**config.mk**
```make
export PLATFORM = sky130hd
export DESIGN_NAME = lpc_power_ctrl
export DESIGN_NICKNAME = d
export VERILOG_FILES = /design/src/rtl/lpc_pkg.sv /design/src/rtl/lpc_wake_detect.sv /design/src/rtl/lpc_window_timer.sv /design/src/rtl/lpc_mode_seq.sv /design/src/rtl/lpc_power_ctrl.sv
export SDC_FILE = /design/constraint.sdc
export NUM_CORES = 1
export LEC_CHECK = 0
export BUFFER_PORTS_ARGS = -buffer_cell sky130_fd_sc_hd__clkbuf_2
export CORE_MARGIN = 2
export CORE_UTILIZATION = 55
export CTS_CLUSTER_SIZE = 30
export DETAILED_ROUTE_END_ITERATION = 10
export PLACE_DENSITY = 0.88
export SYNTH_ARGS = -nofsm -noshare
export SYNTH_HDL_FRONTEND = slang
export SYNTH_SLANG_ARGS = --single-unit
```
**constraint.sdc**
```tcl
create_clock -name clk -period 7.9 [get_ports clk]
set_clock_uncertainty 0.2 [all_clocks]
set_input_delay 0.79 -clock clk [delete_from_list [all_inputs] [get_ports clk]]
set_output_delay 0.79 -clock clk [all_outputs]
set_load 0.05 [all_outputs]
```
**src/rtl/lpc_pkg.sv**
```systemverilog
package lpc_pkg;

  typedef enum logic [2:0] {
    ST_RUN   = 3'd0,
    ST_IDLE  = 3'd1,
    ST_PDOWN = 3'd2,
    ST_GRACE = 3'd3,
    ST_RESET = 3'd4
  } lpc_state_e;

  typedef struct packed {
    logic cpu;
    logic periph;
    logic osc;
    logic sfr_rst;
    logic ram_inh;
  } lpc_outs_t;

  localparam int MODE_IDLE_BIT = 0;
  localparam int MODE_PD_BIT   = 1;

  // Length of the post-idle grace window: two machine cycles.
  function automatic int grace_cycles(input int mc_clks);
    return 2 * mc_clks;
  endfunction

  // Counter width able to hold the larger of two window lengths.
  function automatic int timer_width(input int a, input int b);
    int m;
    m = (a > b) ? a : b;
    return $clog2(m + 1);
  endfunction

  // Clock, reset and inhibit levels for each state.
  function automatic lpc_outs_t decode_outputs(input lpc_state_e s);
    lpc_outs_t o;
    case (s)
      ST_RUN:   o = '{cpu: 1'b1, periph: 1'b1, osc: 1'b1, sfr_rst: 1'b0, ram_inh: 1'b0};
      ST_IDLE:  o = '{cpu: 1'b0, periph: 1'b1, osc: 1'b1, sfr_rst: 1'b0, ram_inh: 1'b0};
      ST_PDOWN: o = '{cpu: 1'b0, periph: 1'b0, osc: 1'b0, sfr_rst: 1'b0, ram_inh: 1'b0};
      ST_GRACE: o = '{cpu: 1'b1, periph: 1'b1, osc: 1'b1, sfr_rst: 1'b0, ram_inh: 1'b1};
      default:  o = '{cpu: 1'b0, periph: 1'b1, osc: 1'b1, sfr_rst: 1'b1, ram_inh: 1'b1};
    endcase
    return o;
  endfunction

endpackage

```
**src/rtl/lpc_wake_detect.sv**
```systemverilog
module lpc_wake_detect #(
  parameter int NIRQ = 5
) (
  input  logic            clk,
  input  logic            por_n,
  input  logic [NIRQ-1:0] irq_req,
  input  logic [NIRQ-1:0] irq_en,
  output logic            wake
);

  logic [NIRQ-1:0] masked;

  for (genvar i = 0; i < NIRQ; i++) begin : g_mask
    assign masked[i] = irq_req[i] & irq_en[i];
  end

  assign wake = |masked;

  // a source whose enable is clear never raises a wake.
  assert_wake_masked_R4: assert property (@(posedge clk) disable iff (!por_n)
    (irq_en == '0) |-> !wake);

endmodule

```
**src/rtl/lpc_window_timer.sv**
```systemverilog
module lpc_window_timer #(
  parameter int W = 8
) (
  input  logic         clk,
  input  logic         por_n,
  input  logic         restart,
  input  logic [W-1:0] limit,
  output logic         expired
);

  logic [W-1:0] count_q;

  always_ff @(posedge clk or negedge por_n) begin
    if (!por_n)                  count_q <= '0;
    else if (restart)            count_q <= '0;
    else if (count_q != {W{1'b1}}) count_q <= count_q + 1'b1;
  end

  assign expired = ({1'b0, count_q} + 1'b1) >= {1'b0, limit};

  // a long reset hold saturates the count instead of wrapping.
  assert_timer_saturates_R10: assert property (@(posedge clk) disable iff (!por_n)
    (!restart && count_q == {W{1'b1}}) |=> (count_q == {W{1'b1}}));

endmodule

```
**src/rtl/lpc_mode_seq.sv**
```systemverilog
module lpc_mode_seq
  import lpc_pkg::*;
(
  input  logic       clk,
  input  logic       por_n,
  input  logic       hw_reset,
  input  logic       mode_wr,
  input  logic [1:0] mode_wdata,
  input  logic       wake,
  input  logic       tmr_expired,
  output lpc_state_e state_q,
  output logic       restart,
  output logic [1:0] mode_bits
);

  lpc_state_e state_d;
  logic [1:0] mode_q;
  logic       run_write;
  logic       idle_exit;

  assign run_write = (state_q == ST_RUN) && mode_wr && !hw_reset;
  assign idle_exit = (state_q == ST_IDLE) && (state_d == ST_RUN);

  always_comb begin
    state_d = state_q;
    case (state_q)
      ST_RUN: begin
        if (hw_reset)                          state_d = ST_RESET;
        else if (mode_wr && mode_wdata[MODE_PD_BIT])   state_d = ST_PDOWN;
        else if (mode_wr && mode_wdata[MODE_IDLE_BIT]) state_d = ST_IDLE;
      end
      ST_IDLE: begin
        if (hw_reset)  state_d = ST_GRACE;
        else if (wake) state_d = ST_RUN;
      end
      ST_PDOWN: if (hw_reset) state_d = ST_RESET;
      ST_GRACE: if (tmr_expired) state_d = ST_RESET;
      ST_RESET: if (tmr_expired && !hw_reset) state_d = ST_RUN;
      default:  state_d = ST_RESET;
    endcase
  end

  assign restart = (state_d != state_q);

  always_ff @(posedge clk or negedge por_n) begin
    if (!por_n) begin
      state_q <= ST_RESET;
      mode_q  <= 2'b00;
    end else begin
      state_q <= state_d;
      if ((state_d == ST_RESET) || idle_exit) mode_q <= 2'b00;
      else if (run_write)                     mode_q <= mode_wdata;
    end
  end

  assign mode_bits = mode_q;

  assert_pd_only_reset_exits_R5: assert property (@(posedge clk) disable iff (!por_n)
    (state_q == ST_PDOWN && !hw_reset) |=> (state_q == ST_PDOWN));

  assert_idle_wake_clears_R4: assert property (@(posedge clk) disable iff (!por_n)
    (state_q == ST_IDLE && wake && !hw_reset) |=> (state_q == ST_RUN && mode_bits == 2'b00));

  assert_pd_priority_R3: assert property (@(posedge clk) disable iff (!por_n)
    (state_q == ST_RUN && !hw_reset && mode_wr && mode_wdata[MODE_PD_BIT]) |=> (state_q == ST_PDOWN));

  assert_reset_beats_write_R9: assert property (@(posedge clk) disable iff (!por_n)
    (state_q == ST_RUN && hw_reset) |=> (state_q == ST_RESET && mode_bits == 2'b00));

endmodule

```
**src/rtl/lpc_power_ctrl.sv**
```systemverilog
module lpc_power_ctrl
  import lpc_pkg::*;
#(
  parameter int NIRQ           = 5,
  parameter int MC_CLKS        = 12,
  parameter int STARTUP_CYCLES = 64
) (
  input  logic            clk,
  input  logic            por_n,
  input  logic            hw_reset,
  input  logic            mode_wr,
  input  logic [1:0]      mode_wdata,
  input  logic [NIRQ-1:0] irq_req,
  input  logic [NIRQ-1:0] irq_en,
  output logic [1:0]      mode_bits,
  output logic            cpu_clk_en,
  output logic            periph_clk_en,
  output logic            osc_en,
  output logic            sfr_reset,
  output logic            ram_wr_inhibit
);

  localparam int GRACE = grace_cycles(MC_CLKS);
  localparam int TW    = timer_width(GRACE, STARTUP_CYCLES);
  localparam int OW    = $clog2(STARTUP_CYCLES + 1);

  lpc_state_e   state;
  lpc_outs_t    outs;
  logic         wake;
  logic         restart;
  logic         tmr_expired;
  logic [TW-1:0] limit;

  // Named events for the checks below.
  logic in_idle;
  logic in_grace;

  lpc_wake_detect #(.NIRQ(NIRQ)) wake_i (
    .clk     (clk),
    .por_n   (por_n),
    .irq_req (irq_req),
    .irq_en  (irq_en),
    .wake    (wake)
  );

  lpc_mode_seq seq_i (
    .clk         (clk),
    .por_n       (por_n),
    .hw_reset    (hw_reset),
    .mode_wr     (mode_wr),
    .mode_wdata  (mode_wdata),
    .wake        (wake),
    .tmr_expired (tmr_expired),
    .state_q     (state),
    .restart     (restart),
    .mode_bits   (mode_bits)
  );

  assign limit = (state == ST_GRACE) ? TW'(GRACE) : TW'(STARTUP_CYCLES);

  lpc_window_timer #(.W(TW)) timer_i (
    .clk     (clk),
    .por_n   (por_n),
    .restart (restart),
    .limit   (limit),
    .expired (tmr_expired)
  );

  assign outs           = decode_outputs(state);
  assign cpu_clk_en     = outs.cpu;
  assign periph_clk_en  = outs.periph;
  assign osc_en         = outs.osc;
  assign sfr_reset      = outs.sfr_rst;
  assign ram_wr_inhibit = outs.ram_inh;

  assign in_idle  = (state == ST_IDLE);
  assign in_grace = (state == ST_GRACE);

  // Cycles since the oscillator enable was last raised (saturating).
  logic [OW-1:0] osc_up_cnt;
  always_ff @(posedge clk or negedge por_n) begin
    if (!por_n)                             osc_up_cnt <= '0;
    else if (!osc_en)                       osc_up_cnt <= '0;
    else if (osc_up_cnt < OW'(STARTUP_CYCLES)) osc_up_cnt <= osc_up_cnt + 1'b1;
  end

  assert_cpu_needs_osc_R3: assert property (@(posedge clk) disable iff (!por_n)
    !osc_en |-> !cpu_clk_en);

  assert_startup_gap_R8: assert property (@(posedge clk) disable iff (!por_n)
    $rose(cpu_clk_en) |-> (osc_up_cnt >= OW'(STARTUP_CYCLES)));

  assert_grace_window_R6: assert property (@(posedge clk) disable iff (!por_n)
    (in_idle && hw_reset) |=> (cpu_clk_en && ram_wr_inhibit && !sfr_reset && in_grace));

  assert_reset_keeps_ram_R7: assert property (@(posedge clk) disable iff (!por_n)
    sfr_reset |-> (ram_wr_inhibit && !cpu_clk_en));

endmodule

```
==> flow_metrics.tcl, run 1 <==
set metrics [dict create \
    grt-ovfl-total 0 \
    drcViolationCount 0 \
    yosysTopAreaCell "dfrtp_1" \
    drtIter0Drc 32 \
    wirelength_um 2070 \
    die-area_um2 2020 \
    start_kind "flop" \
    die_h_um 45.0 \
    clock-sinks 12 \
    power_mw 0.318 \
    final_cell_area_um2 1060 \
    htree_levels 1 \
    hold_buffers 0 \
    synth_area_leaders "dfrtp_1, ha_1, a21oi_1" \
    synth_ff_type "dfrtp_1" \
    multi_input_area_um2 576 \
    clk_latency_ps 270 \
    antenna_found_initial 0 \
    gp_congestion 0.819 \
    grt_first_pass_wirelength_um 3410 \
    clock_path_buffers 2 \
    power.density_nw_per_um2 299 \
    p_sw_mw 0.143 \
    yosysUniqueCellTypes 43 \
    pwr-share-comb 0.514 \
    slew_violations 0 \
    fin_crit_ps 2780 \
    place_area_um2 1030 \
    syn_inst 100 \
    ys_ff_latch 12 \
    synth.avg_cell_area_um2 9.23 \
    timing.fmax_mhz 360 \
    seq_area_um2 302 \
    p_clk_frac 0.146 \
    avgRoutedWirePerCell_um 15.3 \
    critical_path_class "flop to flop" \
    synth_edf_count 0 \
    final-hold-violation-count 0 \
    port-buffer-count 22 \
    cpPeakStageDelay_ps 560 \
    end_kind "flop" \
    swShare 0.450 \
    rsz0062_at_grt "false" \
    tightest_slew_ps 646 \
    cts_buffers 3 \
    syn_nets 121 \
    dr.pass1.iters 4 \
    diodes 0 \
    synthToLayoutAreaGrowth_pct 15.0 \
    fin_nets 142 \
    fillCellCount 120 \
    intPower_mw 0.175 \
    arrival_ps 2700 \
    coreArea_um2 1540 \
    relSlewSlack 0.568 \
    cap_violations 0 \
    tritoncts "done" \
    cts_resized 0 \
    track_usage 0.236 \
    grt_pass1_vias 802 \
    power_frac_seq 0.340 \
    yosysWarnings 0 \
    post-cts-setup-buffers 0 \
    vias_per_cell 6.14 \
    finalSetupViolCount 0 \
    hpwl_um 1710 \
    syn-cell-area_um2 923 \
    crit_required_ps 7820 \
    die_w_um 45.0 \
    setup-tns-final_ps 0 \
    initial_utilization 0.599 \
    hp-class "input pin to asynchronous set/reset pin" \
    synth_async_sr_flop_share 1.00 \
    outcome "completed" \
    drive_gt1_frac 0.300 \
    path_max_fanout 8 \
    crit_slowest_cell "a31oi_1" \
    pin_count 23 \
    yosys.area.top_type_share 0.298 \
    vias 835 \
    cts_root_buf "clkbuf_4" \
    ys_seq_area_frac 0.327 \
    power.leakage_nw 0.518 \
    ant_nets 0 \
    rows 14 \
    grt_max_degree 13 \
    clkTransAtPathRegs_ps 70 \
    period_share 0.352 \
    cp_cell_sequence "nand2_1 -> or2_2 -> ha_1 -> nand3_1 -> o221ai_2 -> o31ai_1 -> a31oi_1 -> nor3_1" \
    max-vdd-ir-drop_v 0.000215 \
]
==> synthesized netlist by cell type (2+ instances only) <==
| library cell | n |
|---|---|
| xor2_1 | 3 |
| or3_1 | 2 |
| nand3_1 | 4 |
| o21ai_0 | 2 |
| nor3_1 | 6 |
| ha_1 | 5 |
| nor2_1 | 6 |
| nand2b_1 | 2 |
| mux2i_1 | 3 |
| a211oi_1 | 2 |
| xnor2_1 | 3 |
| nand2_1 | 6 |
| inv_1 | 4 |
| a21oi_1 | 9 |
| dfrtp_1 | 11 |
| and3_1 | 2 |
| clkbuf_1 | 4 |
==> worst max-delay path, delay by kind of cell, from the launching register on <==
family / cells / cell delay (ps)
DFF: 1 / 490
and+or+nand+nor: 4 / 730
AOI/OAI and AO/OA: 3 / 890
adders and majority gates: 1 / 320
==> through the flow <==
| step | hold slack, ps | util | setup slack [ps] | std cells |
|---|---|---|---|---|
| detailed placement | 353 | 0.666 | 5190 | 132 |
| global placement | 338 | 0.666 | 5300 | 132 |
| finish | 188 | 0.689 | 5120 | 136 |
| CTS | 193 | 0.689 | 5190 | 136 |
| floorplan | 294 | - | 5430 | 100 |
| global route | 201 | 0.689 | 4940 | 136 |
==> path summary, 6_finish.rpt <==
path                                       to          startpoint  slack (ps)  cells past startpoint
max reg2reg                timer_i.count_q[4]    seq_i.state_q[1]        5120                      8
max in group asynchronous    seq_i.state_q[2]               por_n        7030                      1
min in group clk           seq_i.mode_bits[1]  seq_i.mode_bits[1]         360                      2
min reg2reg                seq_i.mode_bits[1]  seq_i.mode_bits[1]         360                      2
max                        timer_i.count_q[4]    seq_i.state_q[1]        5120                      8
min                        timer_i.count_q[0]               por_n         190                      1
==> metal layers <==
layer / wire [um] / global-route usage / part of all wire
met3: 153 / 0.0360 / 0.074
met5: 0 / 0 / 0
met2: 952 / 0.391 / 0.46
met1: 928 / 0.302 / 0.45
met4: 40 / 0.106 / 0.019
==> area by class of cell <==
type                            count  area share
Timing Repair Buffer               22       0.104
Multi-Input combinational cell     77       0.542
Clock buffer                        4      0.0342
Sequential cell                    12       0.284
Inverter                            5      0.0177
Tap cell                           16      0.0188
==> flip-flops by register name (all words and copies together), names as in the netlist <==
signal           flops
seq_i.state_q        3
timer_i.count_q      7
seq_i.mode_bits      2
==> power groups by stage <==
stage          Sequential [mW]  Combinational [mW]  Clock, mW
3_5_place_dp             0.109               0.160          0
3_3_place_gp             0.107               0.152          0
2_1_floorplan           0.0975               0.133          0
4_1_cts                  0.108               0.161     0.0479
5_1_grt                  0.111               0.179     0.0510
6_report                 0.108               0.163     0.0465
==> kinds of logic after synthesis <==
family / after synthesis / synth area share
xor+xnor: 6 / 0.0569
simple gates: 34 / 0.199
mux: 3 / 0.0325
compound gates: 29 / 0.267
flops: 12 / 0.327
fa+ha+maj: 5 / 0.0678
buf+inv: 11 / 0.0501
==> cells in the final DEF (no fill, tap or decap), types with 2 or more instances in the layout <==
master and count:
and3_1 2, nor3_1 6, nand2b_1 2, clkbuf_2 22, nand3_1 4, a21oi_1 9
clkbuf_4 3, dfrtp_1 11, a211oi_1 2, nand2_1 6, or3_1 2, inv_1 4
ha_1 5, mux2i_1 3, xor2_1 3, o21ai_0 2, xnor2_1 3, nor2_1 6
Power figures use the tool's default switching activity.
==> run 2: changes to the inputs <==
--- a/config.mk
+++ b/config.mk
@@ -7,10 +7,10 @@
 export LEC_CHECK = 0
 export BUFFER_PORTS_ARGS = -buffer_cell sky130_fd_sc_hd__clkbuf_2
 export CORE_MARGIN = 2
-export CORE_UTILIZATION = 55
+export CORE_UTILIZATION = 52
 export CTS_CLUSTER_SIZE = 30
 export DETAILED_ROUTE_END_ITERATION = 10
-export PLACE_DENSITY = 0.88
+export PLACE_DENSITY = 0.84
 export SYNTH_ARGS = -nofsm -noshare
 export SYNTH_HDL_FRONTEND = slang
 export SYNTH_SLANG_ARGS = --single-unit
==> constraint.sdc (replaced) <==
create_clock -name clk -period 2.6 [get_ports clk]
set_clock_uncertainty 0.2 [all_clocks]
set_input_delay 0.26 -clock clk [delete_from_list [all_inputs] [get_ports clk]]
set_output_delay 0.26 -clock clk [all_outputs]
set_load 0.05 [all_outputs]
==> flow_metrics.tcl, run 2 (same netlist as run 1, synthesis figures left out) <==
set metrics [dict create \
    die-area_um2 2130 \
    port-buffer-count 22 \
    final_cell_area_um2 1160 \
    grt_max_degree 13 \
    start_kind "flop" \
    swShare 0.437 \
    final-hold-violation-count 0 \
    power.leakage_nw 0.570 \
    fin_crit_ps 2530 \
    vias 867 \
    arrival_ps 2540 \
    top_register "timer_i.count_q" \
    power.density_nw_per_um2 859 \
    hold_ws_ps 101 \
    p_sw_mw 0.436 \
    pin_count 23 \
    critical_path_class "flop to flop" \
    tightest_slew_ps 421 \
    htree_levels 1 \
    clock_path_buffers 2 \
    largest_register_ffs 7 \
    gp_congestion 0.883 \
    place_area_um2 1080 \
    power_frac_seq 0.331 \
    die_h_um 46.1 \
    fin_nets 151 \
    finalSetupViolCount 0 \
    p_clk_frac 0.141 \
    timing.fmax_mhz 395 \
    rsz0062_at_grt "true" \
    initial_utilization 0.547 \
    hpwl_um 1680 \
    rows 15 \
    cts_buffers 3 \
    max-vdd-ir-drop_v 0.000687 \
    dr.pass1.iters 4 \
    cts_root_buf "clkbuf_4" \
    grt_first_pass_wirelength_um 3250 \
    slew_violations 0 \
    grt-ovfl-total 0 \
    final_common_cell "clkbuf_2" \
    antenna_found_initial 0 \
    intPower_mw 0.561 \
    clock-sinks 12 \
    dp.cells 140 \
    hp-class "input pin to flop" \
    diodes 0 \
    power_mw 0.998 \
    drcViolationCount 0 \
    cap_violations 0 \
    rrSetupSlack_ps 70 \
    grt_pass1_vias 790 \
    ant_nets 0 \
    coreArea_um2 1690 \
    pwr-share-comb 0.528 \
    relSlewSlack 0.718 \
    final_cell_mix "clkbuf_2, dfrtp_1, a21oi_1" \
    die_w_um 46.1 \
    drtIter0Drc 42 \
    clkTransAtPathRegs_ps 70 \
    drive_gt1_frac 0.388 \
    outcome "completed" \
    wirelength_um 2060 \
    avgRoutedWirePerCell_um 14.1 \
    end_kind "flop" \
    period_share 0.974 \
    stdcell_count 146 \
    path_max_fanout 5 \
    tritoncts "done" \
    track_usage 0.218 \
    finish.utilization 0.687 \
    vias_per_cell 5.94 \
    crit_required_ps 2610 \
    synthToLayoutAreaGrowth_pct 25.7 \
    clk_latency_ps 260 \
]
==> run 2: cell types whose count changed in the layout (fill, tap and decap cells not counted), sizes merged <==
cell / before / now
buf: 0 / 8
dlygate4sd3: 0 / 1
==> run 2: metal layers <==
metal	wire length (um)	vias up	track usage
li1	-	428	-
met5	0	-	0
met1	917	402	0.285
met4	9	0	0.137
met3	104	2	0.0392
met2	1030	35	0.331
==> run 2: through the flow <==
step           setup TNS [ps]  worst slack (ps)
6_report                    0              68.1
3_5_place_dp            -28.4             -13.0
4_1_cts                     0              31.4
5_1_grt                 -89.9             -32.1
2_1_floorplan               0               134
3_3_place_gp                0              65.5
==> run 2: worst paths after layout <==
| check | start | endpoint | cells after the start |
|---|---|---|---|
| worst min-delay path | mode_wdata[0] | seq_i.mode_bits[0] | 3 |
| worst max-delay path | timer_i.count_q[0] | seq_i.state_q[2] | 10 |
| worst max register to register | timer_i.count_q[0] | seq_i.state_q[2] | 10 |
| min in group asynchronous | por_n | timer_i.count_q[5] | 2 |
| worst min register to register | seq_i.mode_bits[1] | seq_i.mode_bits[1] | 2 |
| max in group asynchronous | por_n | seq_i.state_q[2] | 2 |
==> run 2: layout make-up <==
type / instances / area (um2)
timing repair buffer: 31 / 180
inverter: 5 / 18.8
clock buffer: 4 / 36.3
fill: 130 / 528
tap: 17 / 21.3
sequential: 12 / 302
multi-input combinational: 77 / 603
==> run 2: worst max-delay path: stages (launching register included) <==
cell and delay [ps]:
dfrtp_1 420, and2_2 250, nand2_1 110, xor2_2 190
ha_1 260, nand3_1 100, o221ai_2 130, o31ai_4 330
buf_4 180, a211o_2 160, o21a_1 150
==> run 2: power by group through the flow <==
| stage | sequential (mW) | clock [mW] | combinational [mW] |
|---|---|---|---|
| detailed placement | 0.328 | 0 | 0.493 |
| global placement | 0.323 | 0 | 0.471 |
| CTS | 0.324 | 0.144 | 0.500 |
| global route | 0.337 | 0.157 | 0.575 |
| floorplan | 0.296 | 0 | 0.405 |
| finish | 0.330 | 0.141 | 0.527 |
==> run 2: timing repair <==
item / CTS / global route
hold buffers: 1 / 0
setup buffers: 0 / 1
pin swaps: 0 / 2
endpoints found under the hold margin: 12 / 0
resized for setup: 1 / 6
setup endpoints to repair: 5 / 8
==> run 3: changes to the inputs <==
--- a/config.mk
+++ b/config.mk
@@ -11,6 +11,7 @@
 export CTS_CLUSTER_SIZE = 30
 export DETAILED_ROUTE_END_ITERATION = 10
 export PLACE_DENSITY = 0.84
+export REMOVE_ABC_BUFFERS = 1
 export SYNTH_ARGS = -nofsm -noshare
 export SYNTH_HDL_FRONTEND = slang
 export SYNTH_SLANG_ARGS = --single-unit
==> flow_metrics.tcl, run 3 (same netlist as run 1, synthesis figures left out) <==
set metrics [dict create \
    clock-sinks 12 \
    grt_max_degree 13 \
    critical_path_class "flop to flop" \
    drcViolationCount 0 \
    cts_root_buf "clkbuf_4" \
    route.met3.wl_um 98 \
    tightest_slew_ps 470 \
    die-area_um2 2130 \
    synthToLayoutAreaGrowth_pct 29.7 \
    ant_nets 0 \
    place_area_um2 1060 \
    track_usage 0.218 \
    power.leakage_nw 0.576 \
    timing.fmax_mhz 390 \
    routed-wl-met2_um 1020 \
    vias 882 \
    slew_violations 0 \
    vias_per_cell 6.00 \
    grt_pass1_vias 761 \
    drtIter0Drc 41 \
    clk_latency_ps 270 \
    fin_crit_ps 2570 \
    final_cell_mix "clkbuf_2, dfrtp_1, buf_4" \
    period_share 0.987 \
    final_common_cell "clkbuf_2" \
    wl_met1_um 986 \
    maxUsedRoutingLayer "met4" \
    fin_nets 152 \
    rows 15 \
    die_w_um 46.1 \
    port-buffer-count 22 \
    setup-tns-final_ps 0 \
    avgRoutedWirePerCell_um 14.6 \
    top_register "timer_i.count_q" \
    tritoncts "done" \
    pin_count 23 \
    arrival_ps 2560 \
    coreArea_um2 1690 \
    largest_register_ffs 7 \
    finish.utilization 0.709 \
    outcome "completed" \
    power.density_nw_per_um2 893 \
    clock_path_buffers 2 \
    wirelength_um 2140 \
    grt-ovfl-total 0 \
    clkTransAtPathRegs_ps 70 \
    drive_gt1_frac 0.438 \
    hp-class "input pin to flop" \
    path_max_fanout 4 \
    initial_utilization 0.547 \
    die_h_um 46.1 \
    grt_first_pass_wirelength_um 3220 \
    cts_buffers 3 \
    finalSetupViolCount 0 \
    final-hold-violation-count 0 \
    htree_levels 1 \
    diodes 0 \
    hpwl_um 1640 \
    crit_required_ps 2590 \
    antenna_found_initial 0 \
    cap_violations 0 \
    end_kind "flop" \
    relSlewSlack 0.686 \
    max-vdd-ir-drop_v 0.000688 \
    start_kind "flop" \
    rsz0062_at_grt "true" \
    hold_ws_ps 91.3 \
    final_cell_area_um2 1200 \
    gp_congestion 0.898 \
    dr.pass1.iters 6 \
]
run 3: cell types whose count changed in the layout (fill, tap and decap cells not counted), sizes merged:
cell	before	now
buf	8	9
run 3: path summary, 6_finish.rpt:
path	startpoint	end	slack (ps)	depth (start not counted)
max	timer_i.count_q[0]	seq_i.mode_bits[0]	30	10
min	mode_wdata[0]	seq_i.mode_bits[0]	90	3
max reg2reg	timer_i.count_q[0]	seq_i.mode_bits[0]	30	10
min reg2reg	seq_i.mode_bits[1]	seq_i.mode_bits[1]	370	2
max in group asynchronous	por_n	seq_i.state_q[2]	1740	2
min in group asynchronous	por_n	timer_i.count_q[3]	190	2
run 3: where the power goes:
group	switching (mW)	leakage (nW)	total, mW	internal (mW)
Combinational	0.333	0.404	0.592	0.260
Sequential	0.0821	0.151	0.336	0.254
Clock	0.0567	0.0210	0.142	0.0851
Total	0.472	0.576	1.07	0.598
run 3: layout make-up:
type | count | area (um2)
multi-input combinational | 77 | 631
fill | 122 | 492
sequential | 12 | 303
timing repair buffer | 32 | 188
clock buffer | 4 | 36.3
tap | 17 | 21.3
inverter | 5 | 18.8
run 3: worst max-delay path, stage by stage, from the launching register on:
cell and delay (ps):
dfrtp_1 430, ha_2 220, nand3_1 100, xnor2_1 160
ha_1 300, nand3_1 100, o221ai_2 260, o31ai_4 100
buf_4 160, a211o_2 330, a21oi_1 130
run 3: timing repair:
| item | CTS | global route |
|---|---|---|
| gates resized for setup | 3 | 11 |
| setup endpoints to repair | 7 | 12 |
| setup buffers | 1 | 4 |
| hold buffers | 1 | 0 |
| hold endpoints to repair | 12 | 0 |
| pin swaps | 1 | 3 |
| cloned | 0 | 0 |
run 3: per-stage QoR:
| stage | std cells | setup WS, ps | total power [mW] |
|---|---|---|---|
| after detailed placement | 137 | -63.4 | 0.820 |
| after floorplan | 94 | 100 | 0.693 |
| final | 147 | 33.6 | 1.07 |
| after CTS | 143 | 28.5 | 0.979 |
| after global routing | 147 | -80.4 | 1.15 |
| after global placement | 137 | -4.37 | 0.800 |
run 3: metal layers:
| layer | track usage | vias to the layer above |
|---|---|---|
| met2 | 0.314 | 23 |
| met5 | 0 | - |
| met1 | 0.300 | 425 |
| li1 | - | 430 |
| met3 | 0.0314 | 4 |
| met4 | 0.149 | 0 |
